[src/rtl/sdv_pkg.sv]
package sdv_pkg;
  localparam int unsigned CHAR_W   = 10;
  localparam int unsigned TAP_NEAR = 4;
  localparam int unsigned TAP_FAR  = 9;

  typedef enum logic {
    PATH_DECODE = 1'b0,
    PATH_RAW    = 1'b1
  } path_e;
endpackage

[src/rtl/sdv_in_stage.sv]
module sdv_in_stage
  import sdv_pkg::*;
#(
  parameter int unsigned W = CHAR_W
) (
  input  logic         clk,
  input  logic         rst,
  input  logic         in_valid,
  input  logic [W-1:0] in_data,
  input  logic         bypass,
  input  logic         dvb_mode_n,
  output logic         q_valid,
  output logic [W-1:0] q_data,
  output path_e        q_path
);

  path_e path_sel;

  // DVB mode wins over bypass; either one selects the raw path
  always_comb begin
    if (!dvb_mode_n)  path_sel = PATH_RAW;
    else if (bypass)  path_sel = PATH_RAW;
    else              path_sel = PATH_DECODE;
  end

  always_ff @(posedge clk) begin
    if (rst) begin
      q_valid <= 1'b0;
      q_data  <= '0;
      q_path  <= PATH_DECODE;
    end else begin
      q_valid <= in_valid;
      if (in_valid) begin
        q_data <= in_data;
        q_path <= path_sel;
      end
    end
  end

  AST_DVB_OVERRIDES: assert property (@(posedge clk) disable iff (rst)
    (in_valid && !dvb_mode_n) |=> (q_path == PATH_RAW));
  AST_BYPASS_SELECTS_RAW: assert property (@(posedge clk) disable iff (rst)
    (in_valid && bypass) |=> (q_path == PATH_RAW));

endmodule

[src/rtl/sdv_descram.sv]
module sdv_descram
  import sdv_pkg::*;
#(
  parameter int unsigned W        = CHAR_W,
  parameter int unsigned NEAR_TAP = TAP_NEAR,
  parameter int unsigned FAR_TAP  = TAP_FAR
) (
  input  logic         clk,
  input  logic         rst,
  input  logic         adv,
  input  logic [W-1:0] rx,
  output logic [W-1:0] dsc
);

  localparam int unsigned HIST_W = FAR_TAP;
  localparam int unsigned EXT_W  = W + HIST_W;

  // hist[HIST_W-1] is the most recent received bit, hist[0] the oldest
  logic [HIST_W-1:0] hist;
  logic [EXT_W-1:0]  ext;

  assign ext = {rx, hist};

  // Serial chain unrolled: bit i of the character sits at ext[HIST_W+i]
  for (genvar i = 0; i < W; i++) begin : g_tap
    assign dsc[i] = ext[HIST_W+i] ^ ext[HIST_W+i-NEAR_TAP] ^ ext[HIST_W+i-FAR_TAP];
  end

  always_ff @(posedge clk) begin
    if (rst)      hist <= '0;
    else if (adv) hist <= ext[EXT_W-1 -: HIST_W];
  end

  AST_ZERO_STAYS_ZERO: assert property (@(posedge clk) disable iff (rst)
    (hist == '0 && rx == '0) |-> (dsc == '0));
  AST_HIST_IDLE_HOLD: assert property (@(posedge clk) disable iff (rst)
    !adv |=> $stable(hist));

endmodule

[src/rtl/sdv_nrzi.sv]
module sdv_nrzi
  import sdv_pkg::*;
#(
  parameter int unsigned W = CHAR_W
) (
  input  logic         clk,
  input  logic         rst,
  input  logic         adv,
  input  logic [W-1:0] dsc,
  output logic [W-1:0] nrz
);

  logic       prev;
  logic [W:0] chain;

  assign chain[0] = prev;

  for (genvar i = 0; i < W; i++) begin : g_bit
    assign chain[i+1] = dsc[i];
    assign nrz[i]     = dsc[i] ^ chain[i];
  end

  always_ff @(posedge clk) begin
    if (rst)      prev <= 1'b0;
    else if (adv) prev <= dsc[W-1];
  end

  AST_FLAT_LEVEL_IS_ZERO: assert property (@(posedge clk) disable iff (rst)
    (dsc == {W{prev}}) |-> (nrz == '0));
  AST_PREV_IDLE_HOLD: assert property (@(posedge clk) disable iff (rst)
    !adv |=> $stable(prev));

endmodule

[src/rtl/sdv_out_stage.sv]
module sdv_out_stage
  import sdv_pkg::*;
#(
  parameter int unsigned W = CHAR_W
) (
  input  logic         clk,
  input  logic         rst,
  input  logic         q_valid,
  input  path_e        q_path,
  input  logic [W-1:0] raw,
  input  logic [W-1:0] dec,
  output logic         out_valid,
  output logic [W-1:0] out_data
);

  logic [W-1:0] sel;

  assign sel = (q_path == PATH_RAW) ? raw : dec;

  always_ff @(posedge clk) begin
    if (rst) begin
      out_valid <= 1'b0;
      out_data  <= '0;
    end else begin
      out_valid <= q_valid;
      if (q_valid) out_data <= sel;
    end
  end

  AST_OUT_IDLE_HOLD: assert property (@(posedge clk) disable iff (rst)
    !q_valid |=> (!out_valid && $stable(out_data)));
  AST_RESET_CLEARS: assert property (@(posedge clk) disable iff (rst)
    $past(rst) |-> (out_data == '0 && !out_valid));

endmodule

[src/rtl/sdv_descrambler.sv]
module sdv_descrambler
  import sdv_pkg::*;
#(
  parameter int unsigned W        = CHAR_W,
  parameter int unsigned NEAR_TAP = TAP_NEAR,
  parameter int unsigned FAR_TAP  = TAP_FAR
) (
  input  logic         clk,
  input  logic         rst,
  input  logic         in_valid,
  input  logic [W-1:0] in_data,
  input  logic         bypass,
  input  logic         dvb_mode_n,
  output logic         out_valid,
  output logic [W-1:0] out_data
);

  logic         q_valid;
  logic [W-1:0] q_data;
  path_e        q_path;
  logic [W-1:0] dsc;
  logic [W-1:0] nrz;

  sdv_in_stage #(.W(W)) u_in (
    .clk       (clk),
    .rst       (rst),
    .in_valid  (in_valid),
    .in_data   (in_data),
    .bypass    (bypass),
    .dvb_mode_n(dvb_mode_n),
    .q_valid   (q_valid),
    .q_data    (q_data),
    .q_path    (q_path)
  );

  // History advances on every valid character, whatever the path
  sdv_descram #(.W(W), .NEAR_TAP(NEAR_TAP), .FAR_TAP(FAR_TAP)) u_dsc (
    .clk(clk),
    .rst(rst),
    .adv(q_valid),
    .rx (q_data),
    .dsc(dsc)
  );

  sdv_nrzi #(.W(W)) u_nrzi (
    .clk(clk),
    .rst(rst),
    .adv(q_valid),
    .dsc(dsc),
    .nrz(nrz)
  );

  sdv_out_stage #(.W(W)) u_out (
    .clk      (clk),
    .rst      (rst),
    .q_valid  (q_valid),
    .q_path   (q_path),
    .raw      (q_data),
    .dec      (nrz),
    .out_valid(out_valid),
    .out_data (out_data)
  );

  AST_OUT_NEEDS_INPUT: assert property (@(posedge clk) disable iff (rst)
    out_valid |-> $past(in_valid, 2));
  AST_RAW_PASS: assert property (@(posedge clk) disable iff (rst)
    (out_valid && $past(in_valid && (bypass || !dvb_mode_n), 2))
      |-> (out_data == $past(in_data, 2)));

endmodule

[config.mk]
export PLATFORM = sky130hd
export DESIGN_NAME = sdv_descrambler
export DESIGN_NICKNAME = d
export VERILOG_FILES = /design/src/rtl/sdv_pkg.sv /design/src/rtl/sdv_in_stage.sv /design/src/rtl/sdv_descram.sv /design/src/rtl/sdv_nrzi.sv /design/src/rtl/sdv_out_stage.sv /design/src/rtl/sdv_descrambler.sv
export SDC_FILE = /design/constraint.sdc
export NUM_CORES = 1
export LEC_CHECK = 0
export BUFFER_PORTS_ARGS = -buffer_cell sky130_fd_sc_hd__buf_2
export CAP_MARGIN = 40
export CORE_MARGIN = 2
export CORE_UTILIZATION = 57
export CTS_BUF_LIST = sky130_fd_sc_hd__clkbuf_8
export CTS_CLUSTER_DIAMETER = 200
export DETAILED_ROUTE_END_ITERATION = 10
export PLACE_DENSITY = 0.92
export SYNTH_ARGS = -nofsm -noshare
export SYNTH_HDL_FRONTEND = slang
export SYNTH_HIERARCHICAL = 1
export SYNTH_SLANG_ARGS = --single-unit
export TNS_END_PERCENT = 10
[constraint.sdc]
create_clock -name clk -period 1.65 [get_ports clk]
set_input_delay 0.165 -clock clk [delete_from_list [all_inputs] [get_ports clk]]
set_output_delay 0.165 -clock clk [all_outputs]
set_load 0.1 [all_outputs]
# Word-level counts from Yosys, hierarchy flattened
# Index checks and enable logic that the tools add are counted.
# Widths: inputs -> output; s select.
# totals
regBits	33
input_bits	15
out_inout_bits	11
# classes
n_mux	3
n_bitwise	30
# ops
operator	count
$xor 1x1->1	30
$mux 10	1
$mux 1	2

# Longest topological paths before layout
# Gate-level depths: netlist (run 1).
# depth
depth_word	4
ltp_mapped	5

# Modules after synthesis
# The synthesis (run 1) kept the hierarchy.
# by_module_without_submodules
mod	n_inst	cells_each	area_each_um2	seq_area_each_um2
sdv_descram	1	49	494.2	180.2
sdv_out_stage	1	46	462.9	220.2
sdv_in_stage	1	39	445.4	240.2
sdv_nrzi	1	13	121.4	20.0

# Worst setup path after synthesis (run 1)
# No wires, ideal clock.
# synth_path
path_type	register -> register
startpoint	reg u_out/out_data[9] (netlist name)
endpoint	reg u_out.out_data[9]
arrival_time_ns	1.238
t_required_ns	1.564
setup_slack_ns	0.326
stages_incl_launch_ff	3
path_buffers	0
period_less_slack_ns	1.324
cell_sequence	dfxtp_1 -> nor2_1 -> a211oi_1
# synth_rtl
item	line_no	text
end signal, assigned	sdv_out_stage.sv:26	if (q_valid) out_data <= sel;
end, declared	sdv_out_stage.sv:13	output logic [W-1:0] out_data

# Worst setup path after layout (run 1)
# layout_path
startpoint	reg u_in.q_data[0]
endpoint	reg u_out.out_data[4]
# layout_via
elab_chain_cells	4
# layout_rtl
item	line_no	text
start, declared	sdv_in_stage.sv:13	output logic [W-1:0] q_data,
start signal, assigned	sdv_in_stage.sv:34	q_data <= in_data;
$xor 1x1->1 (2 in a row)	sdv_descram.sv:26	assign dsc[i] = ext[HIST_W+i] ^ ext[HIST_W+i-NEAR_TAP] ^ ext[HIST_W+i-FAR_TAP];
net dsc[4]	sdv_descrambler.sv:21	logic [W-1:0] dsc;
$xor 1x1->1	sdv_nrzi.sv:20	assign nrz[i] = dsc[i] ^ chain[i];
net nrz[4]	sdv_descrambler.sv:22	logic [W-1:0] nrz;
$mux 10	sdv_out_stage.sv:18	assign sel = (q_path == PATH_RAW) ? raw : dec;
# The timed path passes the listed nets, and every way through them passes these cells.
# A chain may end at the register's enable or synchronous reset.

==> out/qor.csv, run 1 <==
stage,metric,value,unit
run_status,outcome,"finished, final reports clean",
timing,Pins Over Slew Limit,0,
synth,Synth top area share,0.4335,
synth,YS warnings,6,
clock_tree,number of levels in the clock H-tree,2,
drt,# DRC,0,
finish,post-layout util,0.6832,
synth,"EDFF count, synth",0,
global_route,initial antenna violation count,0,
global_route,vias in the first global route,1011,
power_and_ir_drop,Comb power frac,0.234,
place,post-DP HPWL,1910,um
synth,most frequent cell after synthesis,dfxtp_1,
drt,vias,1078,
power_and_ir_drop,clock power share,0.290,
finish,fin nets,187,
timing,Clock Skew,0.007391,ns
power_and_ir_drop,sequential share of power,0.476,
synth,Synth Cell Area,1524,um^2
floorplan,Rows,18,
timing,final setup violation count,0,
power_and_ir_drop,NetSw,0.6022,mW
finish,layout cells sized above 1,0.2105,
place,port bufs,25,
run,Max-Cap Viols,0,
global_route,total global routing overflow,0,
synth,synth cell count leaders,"dfxtp_1 (33), mux2i_1 (30), nor2_1 (30)",
timing,Hold Fails Final Rpt,0,
setup_path,crit path kind,register to register,
floorplan,core area,2500,um^2
synth,"FF+latch count, synth",33,
floorplan,Die ar.,3103,um^2
floorplan,Initial Util,0.6096,
global_route,first-pass GRT wire length,4629,um
finish,Area Overhead vs Synth,12.07,%
setup_path,Critical Path AT,1.72,ns
clock_tree,"Clk pin slew, worst setup/hold paths",0.06,ns
drt,initial DRC count,8,
synth,Syn Nets,162,
setup_path,Critical Path Source Type,register,
drt,wire per inst,14.45,um
timing,RSZ-0062 raised after global routing,false,
drt,Routed Antenna Nets,0,
timing,Max-slew headroom,0.6122,
hold_path,Hold WC Path Type,input port to register,
global_route,Total Routing Usage GR,0.1989,
setup_path,WP data required,1.84,ns
setup_path,CP Max Fanout,5,
setup_path,CP endpoint kind,register,
synth,Area contributors post-synth,"dfxtp_1 (43%), mux2i_1 (20%), xnor2_1 (11%)",
clock_tree,CTS Root Cell,clkbuf_8,
synth,Yosys top cell by area,dfxtp_1,
drt,drt via density,5.363,
floorplan,Die W,55.71,um
drt,Routed WL,2905,um
clock_tree,# Post-CTS Setup Buffers,0,
synth,synthesized area per cell,10.37,um^2
timing,fin crit period,1.525,ns
timing,fmax,0.6556,GHz
synth,Yosys cell types,15,
clock_tree,clk buf depth,2,
synth,Synth Instances,147,
clock_tree,clk_lat worst skew,0.29,ns
power_and_ir_drop,switching part of the total,0.3218,
drt,drt pass-1 iters,4,
power_and_ir_drop,leakage,0.7370,nW
clock_tree,clock tree sinks,33,
timing,worst slew pin tran,0.5808,ns
synth,"Seq/Total Area, Yosys",0.4335,
synth,Post-synth top flop,dfxtp_1,
power_and_ir_drop,internal power,1.269,mW
power_and_ir_drop,Worst VDD drop,728.0,uV
floorplan,Die Y,55.71,um
place,gpl congestion,0.7973,
timing,fin crit share,0.9244,
clock_tree,CTS tree,built,
finish,Antenna Cells,0,
floorplan,I/O Pins,26,
timing,Fin Setup TNS,0,ns
clock_tree,CTS buffer count,5,
power_and_ir_drop,power per cell area,1096,nW/um^2
finish,fillcell total,187,
synth,proportion of synthesized flip-flops having asynchronous set or reset,0,
global_route,largest net degree at the start of global routing,34,
## worst max-delay path, stage by stage (launching register included)
cell and delay (ns):
dfxtp_1 0.45, xnor2_1 0.14, xnor2_2 0.25, xor2_1 0.22, mux2i_1 0.11, a211oi_1 0.27
## final timing paths
check	startpoint	to	slack [ns]	cells past startpoint
min	in_data[4]	u_in/q_data[4]$_SDFFE_PP0P_	0.12	3
min reg2reg	u_out/out_data[8]$_SDFFE_PP0P_	u_out/out_data[8]$_SDFFE_PP0P_	0.49	2
max	u_in/q_data[0]$_SDFFE_PP0P_	u_out/out_data[4]$_SDFFE_PP0P_	0.12	5
max reg2reg	u_in/q_data[0]$_SDFFE_PP0P_	u_out/out_data[4]$_SDFFE_PP0P_	0.12	5
## repair_timing
item	CTS	global route
hold endpoints to repair	0	0
resized for setup	0	1
setup endpoints to repair	0	1
hold buffers	0	0
## layout by cell type (no fill, tap or decap), drive strengths merged
cell type  count
clkinv         1
xnor2         20
nor2          31
xor2          10
a311oi         1
a211oi        10
dfxtp         33
buf           27
nor2b          2
inv            1
clkbuf         5
mux2i         30
## power groups by stage
stage / Clock, mW / Sequential [mW] / Combinational, mW
detailed placement: 0 / 0.907 / 0.428
global route: 0.590 / 0.896 / 0.464
global placement: 0 / 0.904 / 0.419
floorplan: 0 / 1.03 / 0.235
CTS: 0.559 / 0.890 / 0.434
finish: 0.542 / 0.890 / 0.439
## metal layers
layer	track usage	part of all wire	up-vias
met3	0.05581	0.046	8
li1	-	-	539
met2	0.3044	0.47	28
met5	0	0	-
met4	0.1568	0.028	0
met1	0.2319	0.45	503
## flip-flops by register name, summed over array words and instances (netlist names)
register and count:
u_in/q_data 10, u_out/out_data 10, u_dsc/hist 9, u_in/q_path 1, u_in/q_valid 1, u_nrzi/prev 1
u_out/out_valid 1
## per-stage QoR
stage               instances  hold WS (ns)  cell area (um^2)  setup WS, ns  total power, mW
finish                    201        0.1232              1708        0.1247            1.871
global route              201        0.1296              1708       0.04065            1.950
CTS                       201        0.1140              1700       0.08062            1.883
detailed placement        195        0.3880              1627        0.1757            1.335
global placement          195        0.3833              1627        0.2079            1.323
floorplan                 147        0.2366              1524        0.3263            1.270
## cell type report
cell class              instances  area (um^2)  area share
clock inverters                 1        5.005    0.002930
inverters                       1        3.754    0.002198
clock buffers                   5        68.82     0.04029
well taps                      30        37.54     0.02198
flip-flops and latches         33        660.6      0.3868
repair buffers                 27        140.1     0.08205
multi-input cells             104        792.0      0.4637
## logic make-up (layout without fill, tap and decap cells)
logic type             Yosys count  after routing  share of synthesized area
AND/OR/NAND/NOR                 33             33                    0.08621
flip-flops                      33             33                     0.4335
multiplexers                    30             30                     0.1970
XOR/XNOR                        30             30                     0.1724
AO/OA/AOI/OAI                   11             11                    0.05911
buffers and inverters           10             34                    0.05172
(Power assumes the default switching activity.)
==> run 2: changes to the inputs <==
--- a/config.mk
+++ b/config.mk
@@ -7,12 +7,14 @@
 export LEC_CHECK = 0
 export BUFFER_PORTS_ARGS = -buffer_cell sky130_fd_sc_hd__buf_2
 export CAP_MARGIN = 40
+export CELL_PAD_IN_SITES_DETAIL_PLACEMENT = 0
+export CELL_PAD_IN_SITES_GLOBAL_PLACEMENT = 1
 export CORE_MARGIN = 2
-export CORE_UTILIZATION = 57
+export CORE_UTILIZATION = 44
 export CTS_BUF_LIST = sky130_fd_sc_hd__clkbuf_8
 export CTS_CLUSTER_DIAMETER = 200
 export DETAILED_ROUTE_END_ITERATION = 10
-export PLACE_DENSITY = 0.92
+export PLACE_DENSITY = 0.91
 export SYNTH_ARGS = -nofsm -noshare
 export SYNTH_HDL_FRONTEND = slang
 export SYNTH_HIERARCHICAL = 1
==> run 2 against run 1 <==
Against the previous run:
- hold slack lost 0.037 ns
- count of clock-buffer cells in the layout is the same
- cell area grew 1.2%
- global-route usage shrank 5.7 points
- final cell count grew 9.0%
- worst setup slack gained 0.087 ns
- critical path depth is the same
- largest cell class unchanged
==> out/qor.csv, run 2 (synthesis results as in run 1) <==
stage,metric,value,unit
setup_path,RR Endpoint,u_out/out_data[8]$_SDFFE_PP0P_,
finish,Area Overhead vs Synth,13.46,%
timing,fin crit period,1.439,ns
clock_tree,"Gates resized, CTS repair",0,
global_route,GR peak layer,met2,
setup_path,CP endpoint kind,register,
power_and_ir_drop,power per cell area,1086,nW/um^2
setup_path,CP max stage cell,dfxtp_1,
floorplan,Die W,62.85,um
floorplan,I/O Pins,26,
setup_path,Critical Path AT,1.65,ns
power_and_ir_drop,Worst VDD drop,398.3,uV
setup_path,Critical Path Source Type,register,
power_and_ir_drop,leakage,0.7395,nW
global_route,first-pass GRT wire length,4284,um
timing,Max-slew headroom,0.6055,
clock_tree,"Clk pin slew, worst setup/hold paths",0.07,ns
clock_tree,CTS tree,built,
place,gpl congestion,0.7782,
timing,worst slew pin tran,0.5910,ns
global_route,Total Routing Usage GR,0.1421,
clock_tree,number of levels in the clock H-tree,2,
setup_path,last element of the critical path,u_out/out_data[8]$_SDFFE_PP0P_,
finish,sequential cell area,660.6,um^2
drt,drt pass-1 iters,4,
global_route,M2 GR Usage,0.2258,
finish,Antenna Cells,0,
clock_tree,clock tree sinks,33,
hold_path,hold_sp,dvb_mode_n,
place,port bufs,25,
global_route,vias in the first global route,981,
timing,fmax,0.6951,GHz
drt,initial DRC count,42,
drt,drt via density,4.639,
global_route,largest net degree at the start of global routing,34,
hold_path,Hold WC Path Type,input port to register,
finish,layout cells sized above 1,0.2081,
timing,Hold Fails Final Rpt,0,
timing,Fin Setup TNS,0,ns
drt,vias,1016,
finish,area of the multi-input gates,784.5,um^2
place,post-DP HPWL,1786,um
finish,fin nets,187,
floorplan,Die ar.,3950,um^2
floorplan,Initial Util,0.4567,
setup_path,crit-path cells,xnor2_1 -> xnor2_1 -> xor2_1 -> mux2i_1 -> a211oi_1,
drt,# DRC,0,
clock_tree,# Post-CTS Setup Buffers,0,
run_status,outcome,"finished, final reports clean",
timing,final setup violation count,0,
setup_path,worst r2r src,u_in/q_data[3]$_SDFFE_PP0P_,
finish,Largest regs,"u_in/q_data: 10 flops, u_out/out_data: 10 flops, u_dsc/hist: 9 flops",
setup_path,cell repeated most along the worst path,xnor2_1,
timing,Clock Skew,0.007862,ns
setup_path,CP top delay family,XOR/XNOR gates,
drt,Routed WL,2477,um
floorplan,core area,3337,um^2
clock_tree,CTS Root Cell,clkbuf_8,
setup_path,CP Max Fanout,5,
finish,fillcell total,326,
floorplan,Rows,21,
setup_path,WP data required,1.86,ns
global_route,total global routing overflow,0,
finish,most frequent cells in the layout,"dfxtp_1 (33), mux2i_1 (30), nor2_1 (30), buf_2 (25), xnor2_1 (20)",
power_and_ir_drop,Final Power,1.878,mW
clock_tree,CTS Hold Buffers Added,0,
drt,wire per inst,11.31,um
global_route,grt met1 use,0.1590,
setup_path,reg2reg setup slack,0.21,ns
setup_path,crit path kind,register to register,
global_route,initial antenna violation count,0,
clock_tree,CTS buffer count,5,
setup_path,"Largest stage delay, worst path",0.45,ns
clock_tree,clk_lat worst skew,0.29,ns
setup_path,Bufs and invs on worst path,0,
floorplan,Die Y,62.85,um
drt,Routed Antenna Nets,0,
setup_path,Worst path depth,5,
timing,RSZ-0062 raised after global routing,false,
setup_path,FF-to-FF path depth,5,
setup_path,Crit. Startpoint,u_in/q_data[3]$_SDFFE_PP0P_,
global_route,M3 GR Usage,0.04324,
finish,"commonest non-fill, non-tap cell in the layout",dfxtp_1,
timing,Pins Over Slew Limit,0,
clock_tree,clk buf depth,2,
run,Max-Cap Viols,0,
timing,fin crit share,0.8719,
[run 2: cell types whose count changed in the layout (fill, tap and decap cells not counted), sizes merged]
cell and delta:
clkinv +1, inv +1
[run 2: worst reg2reg max path: cells and delay by family (launching register included)]
family         cells  cell delay [ns]
multiplexers       1             0.09
flip-flops         1             0.45
AO/OA/AOI/OAI      1             0.24
XOR/XNOR           3             0.59
[run 2: layout make-up]
cell class | instances | area share
flip-flops and latches | 33 | 0.3821
clock inverters | 3 | 0.007959
repair buffers | 27 | 0.08104
well taps | 46 | 0.03329
inverters | 1 | 0.002171
multi-input cells | 104 | 0.4537
clock buffers | 5 | 0.03980
[run 2: worst min-delay path by stage]
stage                               endpoint  slack, ns  cells after the start
finish              u_in/q_path$_SDFFE_PP0P_       0.09                      2
global route        u_in/q_path$_SDFFE_PP0P_       0.08                      2
CTS                 u_in/q_path$_SDFFE_PP0P_       0.08                      2
detailed placement  u_in/q_path$_SDFFE_PP0P_       0.39                      2
global placement    u_in/q_path$_SDFFE_PP0P_       0.38                      2
floorplan            u_in/q_valid$_SDFF_PP0_       0.24                      1
[run 2: through the flow]
step	instance area (um^2)	setup slack, ns	instances	utilization	hold WS [ns]
2_1_floorplan	1524	0.3263	147	-	0.2366
3_3_place_gp	1647	0.2182	211	0.4934	0.3833
3_5_place_dp	1647	0.1980	211	0.4934	0.3945
4_1_cts	1729	0.1912	219	0.5182	0.08209
5_1_grt	1729	0.03352	219	0.5182	0.08118
6_report	1729	0.2114	219	0.5182	0.08609
[run 2: routing by layer]
| layer | part of all wire | vias up |
|---|---|---|
| met2 | 0.45 | 25 |
| met5 | 0 | - |
| li1 | - | 539 |
| met4 | 0.024 | 0 |
| met3 | 0.058 | 6 |
| met1 | 0.47 | 446 |
[run 2: power breakdown]
group | total (mW) | internal, mW | switching, mW
sequential | 0.888 | 0.842 | 0.0459
clock | 0.564 | 0.285 | 0.279
combinational | 0.426 | 0.148 | 0.278
==> run 3: changes to the inputs <==
--- a/config.mk
+++ b/config.mk
@@ -9,14 +9,13 @@
 export CAP_MARGIN = 40
 export CELL_PAD_IN_SITES_DETAIL_PLACEMENT = 0
 export CELL_PAD_IN_SITES_GLOBAL_PLACEMENT = 1
-export CORE_MARGIN = 2
-export CORE_UTILIZATION = 44
+export CORE_UTILIZATION = 45
 export CTS_BUF_LIST = sky130_fd_sc_hd__clkbuf_8
 export CTS_CLUSTER_DIAMETER = 200
 export DETAILED_ROUTE_END_ITERATION = 10
-export PLACE_DENSITY = 0.91
+export PLACE_DENSITY = 0.92
+export RECOVER_POWER = 25
 export SYNTH_ARGS = -nofsm -noshare
 export SYNTH_HDL_FRONTEND = slang
-export SYNTH_HIERARCHICAL = 1
 export SYNTH_SLANG_ARGS = --single-unit
 export TNS_END_PERCENT = 10
==> run 3 against run 2 <==
Against the previous run:
- die area shrank 1.2%
- core utilization grew 2.9 points
- first-iteration DRC count grew 17%
- synthesized cell count grew 4.8%
- clock skew grew 0.0013 ns
- final cell count grew 0.91%
- worst setup slack gained 0.0072 ns
- wire length grew 22%
==> out/qor.csv, run 3 <==
stage,metric,value,unit
setup_path,WP data required,1.86,ns
clock_tree,"Clk pin slew, worst setup/hold paths",0.07,ns
finish,Area Overhead vs Synth,13.54,%
setup_path,crit path kind,register to register,
global_route,first-pass GRT wire length,5064,um
synth,YS warnings,0,
synth,Synth top area share,0.4015,
floorplan,Die W,62.47,um
finish,most frequent cells in the layout,"dfxtp_1 (33), buf_2 (24), nor2_1 (22), mux2i_1 (20), xnor2_1 (11)",
global_route,vias in the first global route,1120,
timing,worst slew pin tran,0.6749,ns
synth,"EDFF count, synth",0,
synth,Yosys cell types,24,
synth,synth cell count leaders,"dfxtp_1 (33), nor2_1 (22), mux2i_1 (20)",
clock_tree,clk_lat worst skew,0.29,ns
finish,fin nets,189,
synth,Syn Nets,169,
place,gpl congestion,0.7711,
hold_path,Hold WC Path Type,input port to register,
drt,vias,1146,
drt,Routed Antenna Nets,0,
run,Max-Cap Viols,0,
synth,Synth Instances,154,
timing,Max-slew headroom,0.5501,
synth,"Seq/Total Area, Yosys",0.4015,
timing,setup ws final,0.2186,ns
synth,Yosys top cell by area,dfxtp_1,
clock_tree,CTS buffer count,5,
place,dpl ws,0.2386,ns
global_route,largest net degree at the start of global routing,35,
clock_tree,# Post-CTS Setup Buffers,0,
setup_path,Critical Path Source Type,register,
floorplan,I/O Pins,26,
clock_tree,"Gates resized, CTS repair",0,
clock_tree,clock tree sinks,33,
synth,synthesized area per cell,10.68,um^2
timing,Pins Over Slew Limit,0,
floorplan,Die ar.,3902,um^2
drt,initial DRC count,49,
global_route,Total Routing Usage GR,0.1716,
finish,layout cells sized above 1,0.1943,
clock_tree,CTS Root Cell,clkbuf_8,
drt,drt pass-1 iters,4,
global_route,initial antenna violation count,0,
setup_path,CP endpoint kind,register,
setup_path,Critical Path AT,1.64,ns
finish,Post-Layout Cell Count,221,
synth,most frequent cell after synthesis,dfxtp_1,
clock_tree,CTS Hold Buffers Added,0,
synth,Post-synth top flop,dfxtp_1,
drt,Routed WL,3023,um
power_and_ir_drop,power per cell area,1015,nW/um^2
timing,final setup violation count,0,
setup_path,CP Max Fanout,4,
timing,Hold Fails Final Rpt,0,
clock_tree,number of levels in the clock H-tree,2,
drt,drt via density,5.186,
finish,"commonest non-fill, non-tap cell in the layout",dfxtp_1,
synth,proportion of synthesized flip-flops having asynchronous set or reset,0,
floorplan,Die Y,62.47,um
timing,Fin Setup TNS,0,ns
synth,Synth Cell Area,1645,um^2
place,post-DP HPWL,2088,um
floorplan,Rows,21,
synth,Area contributors post-synth,"dfxtp_1 (40%), xnor3_1 (14%), mux2i_1 (12%)",
place,Cells after DPL,213,
timing,fin crit period,1.431,ns
power_and_ir_drop,leakage,0.8421,nW
drt,# DRC,0,
finish,Antenna Cells,0,
drt,wire per inst,13.68,um
run_status,outcome,"finished, final reports clean",
global_route,total global routing overflow,0,
timing,RSZ-0062 raised after global routing,false,
timing,fmax,0.6986,GHz
synth,"FF+latch count, synth",33,
power_and_ir_drop,Worst VDD drop,521.3,uV
finish,Largest regs,"u_in.q_data: 10 flops, u_out.out_data: 10 flops, u_dsc.hist: 9 flops",
clock_tree,CTS tree,built,
clock_tree,clk buf depth,2,
timing,Clock Skew,0.009174,ns
timing,fin crit share,0.8675,
finish,fillcell total,319,
floorplan,Initial Util,0.4817,
floorplan,core area,3416,um^2
place,port bufs,25,
## run 3: cell count changes in the layout (fill, tap and decap cells not counted), moves of 9 or more
cell      change
a211oi_1     -10
mux2i_1      -10
o21ai_0       +9
xnor3_1      +10
xnor2_1       -9
## run 3: cell families after synthesis
| kind of cell | synth area share |
|---|---|
| and+or+nand+nor | 0.1156 |
| AOI/OAI and AO/OA | 0.07377 |
| DFF | 0.4015 |
| xor gates and xnor gates | 0.2456 |
| buffers and inverters | 0.04182 |
| muxes | 0.1217 |
## run 3: layout make-up
class | count | area, um^2 | area share
clock buffer | 5 | 68.82 | 0.03684
clock inverter | 3 | 13.76 | 0.007368
inverter | 2 | 7.507 | 0.004019
multi-input combinational | 104 | 915.9 | 0.4903
sequential | 33 | 660.6 | 0.3537
tap | 46 | 57.56 | 0.03081
timing repair buffer | 28 | 143.9 | 0.07703
## run 3: per-stage QoR
step                      utilization  cell area, um^2  hold WS [ns]  total power [mW]
after global routing           0.5469             1868       0.06277             1.997
after global placement         0.5238             1789        0.3704             1.335
final                          0.5469             1868       0.06776             1.896
after floorplan                     -             1645        0.2827             1.271
after detailed placement       0.5238             1789        0.3753             1.344
after CTS                      0.5480             1872       0.05894             1.925
## run 3: metal layers
layer / up-vias / global-route usage / part of all wire
li1: 566 / - / -
met3: 9 / 0.06204 / 0.046
met1: 550 / 0.1933 / 0.45
met4: 0 / 0.09884 / 0.029
met2: 21 / 0.2785 / 0.47
met5: - / 0 / 0
## run 3: report_power, final
part	leakage [nW]	internal [mW]	switching, mW	total [mW]
clock	0.0491	0.285	0.287	0.572
combinational	0.523	0.182	0.251	0.433
sequential	0.270	0.842	0.0483	0.890
total	0.842	1.31	0.586	1.90
## run 3: worst max-delay path: stages (launching register included)
cell	delay [ns]
dfxtp_1	0.40
xnor3_1	0.47
xnor3_1	0.35
o21ai_0	0.14
## run 3: path summary, 6_finish.rpt
| kind | to | startpoint | cells past startpoint | slack [ns] |
|---|---|---|---|---|
| max reg2reg | u_out.out_data[3]$_SDFFE_PP0P_ | u_dsc.hist[8]$_SDFFE_PP0P_ | 3 | 0.22 |
| min | u_in.q_path$_SDFFE_PP0P_ | dvb_mode_n | 2 | 0.07 |
| min reg2reg | u_out.out_data[0]$_SDFFE_PP0P_ | u_out.out_data[0]$_SDFFE_PP0P_ | 2 | 0.48 |
| max | u_out.out_data[3]$_SDFFE_PP0P_ | u_dsc.hist[8]$_SDFFE_PP0P_ | 3 | 0.22 |
